<file path="config.mk">
export PLATFORM = sky130hd
export DESIGN_NAME = chroute_mode_router
export DESIGN_NICKNAME = d
export VERILOG_FILES = /design/src/rtl/chroute_pkg.sv /design/src/rtl/chroute_ctrl.sv /design/src/rtl/chroute_rx.sv /design/src/rtl/chroute_tx.sv /design/src/rtl/chroute_mode_router.sv
export SDC_FILE = /design/constraint.sdc
export NUM_CORES = 1
export LEC_CHECK = 0
export ABC_CLOCK_PERIOD_IN_PS = 4500
export BUFFER_PORTS_ARGS = -buffer_cell sky130_fd_sc_hd__buf_2
export CORE_MARGIN = 8
export CORE_UTILIZATION = 53
export DETAILED_ROUTE_END_ITERATION = 10
export GPL_ROUTABILITY_DRIVEN = 1
export PLACE_DENSITY = 0.92
export SETUP_SLACK_MARGIN = 0.1
export SLEW_MARGIN = 30
export SYNTH_ARGS = -nofsm -noshare
export SYNTH_HDL_FRONTEND = slang
export SYNTH_SLANG_ARGS = --single-unit
</file>
<file path="constraint.sdc">
create_clock -name clk -period 4.5 [get_ports clk]
set_clock_uncertainty 0.2 [all_clocks]
set_input_delay 0.225 -clock clk [delete_from_list [all_inputs] [get_ports clk]]
set_output_delay 0.225 -clock clk [all_outputs]
set_load 0.05 [all_outputs]
</file>
<file path="src/rtl/chroute_pkg.sv">
package chroute_pkg;

  typedef enum logic [1:0] {
    CM_NORMAL = 2'd0,
    CM_ECHO   = 2'd1,
    CM_LOCAL  = 2'd2,
    CM_REMOTE = 2'd3
  } chan_mode_e;

  localparam int CB_RX_RST = 0;
  localparam int CB_TX_RST = 1;
  localparam int CB_RX_EN  = 2;
  localparam int CB_RX_DIS = 3;
  localparam int CB_TX_EN  = 4;
  localparam int CB_TX_DIS = 5;

  function automatic logic path_on(input logic en, input logic dis);
    return en & ~dis;
  endfunction

  function automatic logic line_goes_fifo(input logic [1:0] m);
    return (m == CM_NORMAL) || (m == CM_ECHO);
  endfunction

  function automatic logic line_goes_tx(input logic [1:0] m);
    return (m == CM_ECHO) || (m == CM_REMOTE);
  endfunction

  function automatic logic cpu_goes_tx(input logic [1:0] m);
    return m == CM_NORMAL;
  endfunction

  function automatic logic cpu_goes_fifo(input logic [1:0] m);
    return m == CM_LOCAL;
  endfunction

endpackage

</file>
<file path="src/rtl/chroute_ctrl.sv">
module chroute_ctrl
  import chroute_pkg::*;
#(
  parameter int                 CTRL_W    = 9,
  parameter logic [CTRL_W-1:0]  CTRL_INIT = 9'h128
) (
  input  logic              clk,
  input  logic              rst_n,
  input  logic              wr,
  input  logic [CTRL_W-1:0] wdata,
  output logic [CTRL_W-1:0] ctrl_q,
  output logic              rx_active,
  output logic              tx_active,
  output logic              rx_flush,
  output logic              tx_flush
);

  always_ff @(posedge clk or negedge rst_n) begin
    if (!rst_n) begin
      ctrl_q <= CTRL_INIT;
    end else if (wr) begin
      ctrl_q <= wdata;
    end else begin
      ctrl_q[CB_RX_RST] <= 1'b0;
      ctrl_q[CB_TX_RST] <= 1'b0;
    end
  end

  assign rx_active = path_on(ctrl_q[CB_RX_EN], ctrl_q[CB_RX_DIS]);
  assign tx_active = path_on(ctrl_q[CB_TX_EN], ctrl_q[CB_TX_DIS]);
  assign rx_flush  = ctrl_q[CB_RX_RST];
  assign tx_flush  = ctrl_q[CB_TX_RST];


  a_r1_reset_value: assert property (@(posedge clk)
    !rst_n |=> (ctrl_q == CTRL_INIT));

  a_r7_rx_self_clear: assert property (@(posedge clk) disable iff (!rst_n)
    rx_flush && !wr |=> !rx_flush);

  a_r8_tx_self_clear: assert property (@(posedge clk) disable iff (!rst_n)
    tx_flush && !wr |=> !tx_flush);

endmodule

</file>
<file path="src/rtl/chroute_rx.sv">
module chroute_rx
  import chroute_pkg::*;
#(
  parameter int DATA_W = 8
) (
  input  logic              clk,
  input  logic              rst_n,
  input  logic [1:0]        mode,
  input  logic              rx_active,
  input  logic              line_valid,
  input  logic              line_break,
  input  logic [DATA_W-1:0] line_data,
  input  logic              cpu_valid,
  input  logic [DATA_W-1:0] cpu_data,
  output logic              wr_valid,
  output logic [DATA_W-1:0] wr_data
);

  logic              take_line;
  logic              take_brk;
  logic              take_cpu;
  logic [DATA_W-1:0] next_byte;

  always_comb begin
    take_brk  = rx_active && line_goes_fifo(mode) && line_break;
    take_line = rx_active && line_goes_fifo(mode) && line_valid;
    take_cpu  = rx_active && cpu_goes_fifo(mode) && cpu_valid;
    if (take_brk)       next_byte = '0;
    else if (take_line) next_byte = line_data;
    else                next_byte = cpu_data;
  end

  always_ff @(posedge clk or negedge rst_n) begin
    if (!rst_n) begin
      wr_valid <= 1'b0;
      wr_data  <= '0;
    end else begin
      wr_valid <= take_brk | take_line | take_cpu;
      if (take_brk | take_line | take_cpu) wr_data <= next_byte;
    end
  end


  a_r4_break_zero: assert property (@(posedge clk) disable iff (!rst_n)
    take_brk |=> wr_valid && (wr_data == '0));

  a_r2_rx_gate: assert property (@(posedge clk) disable iff (!rst_n)
    wr_valid |-> $past(rx_active));

endmodule

</file>
<file path="src/rtl/chroute_tx.sv">
module chroute_tx
  import chroute_pkg::*;
#(
  parameter int DATA_W = 8
) (
  input  logic              clk,
  input  logic              rst_n,
  input  logic [1:0]        mode,
  input  logic              tx_active,
  input  logic              flush,
  input  logic              line_valid,
  input  logic [DATA_W-1:0] line_data,
  input  logic              cpu_valid,
  input  logic [DATA_W-1:0] cpu_data,
  output logic              cpu_ready,
  output logic              out_valid,
  output logic [DATA_W-1:0] out_data,
  input  logic              out_ready
);

  logic              pend_q;
  logic [DATA_W-1:0] pend_d;
  logic              echo_in;
  logic              cpu_path;
  logic              slot_free;
  logic              cpu_take;

  always_comb begin
    echo_in   = tx_active && line_goes_tx(mode) && line_valid;
    cpu_path  = tx_active && cpu_goes_tx(mode);
    slot_free = !out_valid || out_ready;
    cpu_ready = cpu_path ? (!flush && slot_free && !pend_q) : 1'b1;
    cpu_take  = cpu_path && cpu_valid && cpu_ready;
  end

  always_ff @(posedge clk or negedge rst_n) begin
    if (!rst_n) begin
      out_valid <= 1'b0;
      out_data  <= '0;
      pend_q    <= 1'b0;
      pend_d    <= '0;
    end else if (flush) begin
      out_valid <= 1'b0;
      pend_q    <= 1'b0;
    end else if (slot_free) begin
      if (pend_q) begin
        out_valid <= 1'b1;
        out_data  <= pend_d;
        pend_q    <= echo_in;
        if (echo_in) pend_d <= line_data;
      end else if (echo_in) begin
        out_valid <= 1'b1;
        out_data  <= line_data;
      end else if (cpu_take) begin
        out_valid <= 1'b1;
        out_data  <= cpu_data;
      end else begin
        out_valid <= 1'b0;
      end
    end else if (echo_in && !pend_q) begin
      pend_q <= 1'b1;
      pend_d <= line_data;
    end
  end


  a_r9_tx_hold: assert property (@(posedge clk) disable iff (!rst_n)
    out_valid && !out_ready && !flush |=> out_valid && $stable(out_data));

  a_r10_echo_first: assert property (@(posedge clk) disable iff (!rst_n)
    pend_q && slot_free && !flush |=> out_valid && (out_data == $past(pend_d)));

  a_r8_flush_drops: assert property (@(posedge clk) disable iff (!rst_n)
    flush |=> !out_valid && !pend_q);

endmodule

</file>
<file path="src/rtl/chroute_mode_router.sv">
module chroute_mode_router
  import chroute_pkg::*;
#(
  parameter int                DATA_W    = 8,
  parameter int                CTRL_W    = 9,
  parameter logic [CTRL_W-1:0] CTRL_INIT = 9'h128
) (
  input  logic              clk,
  input  logic              rst_n,
  input  logic              ctrl_wr,
  input  logic [CTRL_W-1:0] ctrl_wdata,
  output logic [CTRL_W-1:0] ctrl_value,
  input  logic [1:0]        chan_mode,
  input  logic              cpu_wr_valid,
  input  logic [DATA_W-1:0] cpu_wr_data,
  output logic              cpu_wr_ready,
  input  logic              line_rx_valid,
  input  logic              line_rx_break,
  input  logic [DATA_W-1:0] line_rx_data,
  output logic              rxf_wr_valid,
  output logic [DATA_W-1:0] rxf_wr_data,
  output logic              rx_flush,
  output logic              tx_valid,
  output logic [DATA_W-1:0] tx_data,
  input  logic              tx_ready,
  output logic              tx_flush
);

  logic rx_active;
  logic tx_active;

  chroute_ctrl #(.CTRL_W(CTRL_W), .CTRL_INIT(CTRL_INIT)) u_ctrl (
    .clk      (clk),
    .rst_n    (rst_n),
    .wr       (ctrl_wr),
    .wdata    (ctrl_wdata),
    .ctrl_q   (ctrl_value),
    .rx_active(rx_active),
    .tx_active(tx_active),
    .rx_flush (rx_flush),
    .tx_flush (tx_flush)
  );

  chroute_rx #(.DATA_W(DATA_W)) u_rx (
    .clk       (clk),
    .rst_n     (rst_n),
    .mode      (chan_mode),
    .rx_active (rx_active),
    .line_valid(line_rx_valid),
    .line_break(line_rx_break),
    .line_data (line_rx_data),
    .cpu_valid (cpu_wr_valid),
    .cpu_data  (cpu_wr_data),
    .wr_valid  (rxf_wr_valid),
    .wr_data   (rxf_wr_data)
  );

  chroute_tx #(.DATA_W(DATA_W)) u_tx (
    .clk       (clk),
    .rst_n     (rst_n),
    .mode      (chan_mode),
    .tx_active (tx_active),
    .flush     (tx_flush),
    .line_valid(line_rx_valid),
    .line_data (line_rx_data),
    .cpu_valid (cpu_wr_valid),
    .cpu_data  (cpu_wr_data),
    .cpu_ready (cpu_wr_ready),
    .out_valid (tx_valid),
    .out_data  (tx_data),
    .out_ready (tx_ready)
  );


  a_r6_discard_ready: assert property (@(posedge clk) disable iff (!rst_n)
    cpu_wr_valid && line_goes_tx(chan_mode) |-> cpu_wr_ready);

  a_r3_no_line_fifo: assert property (@(posedge clk) disable iff (!rst_n)
    line_rx_valid && !line_rx_break && !cpu_wr_valid && !line_goes_fifo(chan_mode)
    |=> !rxf_wr_valid);

endmodule

</file>
==> results.md <==
- Flops & latches, synth: 36
- Max IR drop VDD: roughly 300 uV
- Worst setup path startpoint: u_tx.out_valid
- DP HPWL: ~3400 um
- Fill cells: a little under 200
- Max-cap violation count: 0
- Setup TNS Final: 0 ns
- Initial Util: 0.546
- WP depth: 4
- Post-synth EDFFs: 0
- Initial antenna violation count: 0
- Length of the first detailed-routing pass in iterations: 4
- GRT Total Usage: 0.191
- Asr flop ratio synth: 1.00
- Critical path class: register to output port
- CTS buffer count: 5
- RePlAce Congestion: 0.806
- H-tree Lvls: 2
- Required @ worst endpoint: roughly 4.1 ns
- Syn Inst Count: 156
- Iteration-0 DRC Markers: between 150 and 200
- Vias in the first global route: 1667
- Crit path capture: cpu_wr_ready
- PnR Total Power: roughly 1.1 mW
- Main synth FF type: dfrtp_1
- Crit end category: output port
- CP max stage delay: between 0.5 and 0.6 ns
- Vias post-DR: between 1500 and 2000
- Worst-margin pin slew: roughly 0.76 ns
- Leakage dissipation: approximately 1.2 nW
- YS warnings: 0
- WP buf/inv: 1
- Clk slew on worst S/H paths: around 0.11 ns
- Outcome: finished, final reports clean
- Rel. slew slack: 0.491
- Seq/Total Area, Yosys: 0.504
- Pin count of the biggest net entering global routing: 37
- GR Overflow Total: 0
- Routed WL: roughly 5000 um
- Die ar.: 5500 um^2
- Core box area: between 3000 and 4000 um^2
- First-pass GRT wire length: ~8000 um
- Post-route clock period utilization: 0.575
- Crit start category: register
- Worst r2r src: u_ctrl.ctrl_q[5]
- Fmax: roughly 390 MHz
- CTS root buffer: clkbuf_4
- PD cells: roughly 440 nW/um^2
- R2r endpoint: u_tx.pend_d[0]
- Syn Nets: 190
- Fin. Hold Viols: 0
- Area delta synth->final: 34.7%
- CTS Buffer Depth: 2
- # rows: 21
- RSZ-0062 raised after global routing: no
- Vias/cell: between 5 and 6
- WL per Instance: about 17 um
- Die X: about 74 um
- Register area: between 900 and 1000 um^2
- Critical path's top delay family: simple AND/OR/NAND/NOR gates
- R2R depth: 3
- Multi-input gate area: 817 um^2
- Worst-path fanout max: 8
- Synthesized cell area: ~1800 um^2
- Port bufs: 63
- Unique masters post-synth: 32
- Die height: 74.2 um
- Arrival time worst endpoint: ~2.2 ns
- Number of setup buffers added after CTS: 0
- Cell Chain, Critical Path: nor2b_1 > nor3_1 > or4_2 > buf_2
- Final setup viols: 0
- Avg Cell Area, Syn: 11.5 um^2
- Top Ports: 64
- Clock sink count: 36
- Antenna Cells: 0
- DRC violations left: 0
- CTS tree: done
- Critical Path Slowest Stage Cell: nor2b_1
- Slack of the worst reg-to-reg path: around 2.1 ns
- PostCTS Resize Cnt: 0
- Share of post-route cells with drive strength above 1: 0.404
- Clock latency at the later pin of the worst-skew pair: between 0.3 and 0.4 ns
- Post-route ant nets: 0
- Nets@finish: approximately 270
- Worst Hold Class: primary input to register
- Slew Viols, Final: 0
- Min Tclk post-route: ~2.6 ns
[worst min-delay path, cell delays in order]
cell and delay (ns):
buf_2 0.09, mux2i_1 0.05, o21ai_0 0.15
[final cells by class]
type,count,area share
flip-flops and latches,36,0.374
multi-input cells,107,0.338
clock inverters,3,0.0373
repair buffers,82,0.208
well taps,46,0.0238
clock buffers,5,0.0155
inverters,2,0.00311
[sequential cells by signal, summed over array words and instances (netlist names)]
signal and flops:
u_rx.wr_valid 1, u_rx.wr_data 8, u_ctrl.ctrl_q 9, u_tx.out_data 8
u_tx.pend_d 8, u_tx.pend_q 1, u_tx.out_valid 1
[power breakdown]
part           leakage [nW]  switching [mW]  internal (mW)
logic                 0.662           0.229         0.0945
registers             0.464          0.0317          0.373
clock network        0.0654           0.112          0.229
[cell usage after synthesis (2+ instances only)]
| master | count | share of area |
|---|---|---|
| nor3b_1 | 9 | 0.038 |
| o21ai_0 | 9 | 0.025 |
| buf_4 | 4 | 0.017 |
| o22ai_1 | 8 | 0.028 |
| and2_1 | 2 | 0.0070 |
| mux2_4 | 2 | 0.017 |
| a21o_1 | 2 | 0.0084 |
| dfrtp_1 | 33 | 0.46 |
| mux2_2 | 13 | 0.082 |
| mux2i_1 | 16 | 0.089 |
| dfstp_2 | 3 | 0.044 |
| nand2_1 | 11 | 0.023 |
| nor2_1 | 3 | 0.0063 |
| nand2b_1 | 2 | 0.0070 |
| inv_1 | 2 | 0.0042 |
| nor3_1 | 10 | 0.028 |
| nand3b_1 | 9 | 0.038 |
| clkbuf_1 | 4 | 0.0084 |
[what timing repair did]
item | CTS | global route
setup endpoints to repair | 0 | 0
hold endpoints to repair | 50 | 0
hold buffers | 18 | 0
[worst min-delay path by stage]
stage,startpoint,endpoint,slack (ns),depth (start not counted)
6_report,cpu_wr_data[7],u_rx.wr_data[7],0.003,3
2_1_floorplan,rst_n,u_ctrl.ctrl_q[0],-0.27,0
5_1_grt,ctrl_wr,u_ctrl.ctrl_q[0],0.02,2
3_5_place_dp,rst_n,u_ctrl.ctrl_q[2],0.14,1
4_1_cts,cpu_wr_data[7],u_rx.wr_data[7],0.006,3
3_3_place_gp,rst_n,u_ctrl.ctrl_q[2],0.14,1
[cell families after synthesis]
kind of cell,Yosys count,share of synthesized area
buffers and inverters,13,0.0404
muxes,31,0.188
DFF,36,0.504
and+or+nand+nor,52,0.174
AOI/OAI and AO/OA,23,0.0886
xor gates and xnor gates,1,0.00488
[layout by cell type (no fill, tap or decap), types with 2 or more instances in the layout]
| master | Yosys | layout |
|---|---|---|
| mux2_2 | 13 | 13 |
| and2_1 | 2 | 2 |
| nand2b_1 | 2 | 2 |
| nand3b_1 | 9 | 9 |
| inv_1 | 2 | 2 |
| nand2_1 | 11 | 11 |
| o22ai_1 | 8 | 8 |
| nor3_1 | 10 | 10 |
| mux2i_1 | 16 | 16 |
| dfrtp_1 | 33 | 33 |
| o21ai_0 | 9 | 9 |
| dfstp_2 | 3 | 3 |
| a21o_1 | 2 | 2 |
| mux2_4 | 2 | 2 |
| dlygate4sd3_1 | 0 | 18 |
| clkbuf_4 | 0 | 5 |
| bufinv_16 | 0 | 3 |
| nor2_1 | 3 | 3 |
| buf_2 | 1 | 63 |
| nor3b_1 | 9 | 9 |
[metrics by stage]
| step | utilization | setup WS (ns) | instances | area (um^2) | hold WS, ns |
|---|---|---|---|---|---|
| final | 0.736 | 1.91 | 281 | 2420 | 0.00276 |
| after global routing | 0.736 | 1.81 | 281 | 2420 | 0.0171 |
| after detailed placement | 0.642 | 2.16 | 255 | 2110 | 0.144 |
| after floorplan | - | 2.35 | 156 | 1790 | -0.271 |
| after CTS | 0.736 | 1.92 | 281 | 2420 | 0.00579 |
| after global placement | 0.642 | 2.24 | 255 | 2110 | 0.145 |
[layer usage]
layer	track usage	wire [um]	vias up
li1	-	-	720
met1	0.203	1790	756
met2	0.337	2670	58
met3	0.0714	360	12
met4	0.0687	88	0
met5	0	0	-
Note: power is estimated with default switching activity, not from simulation.
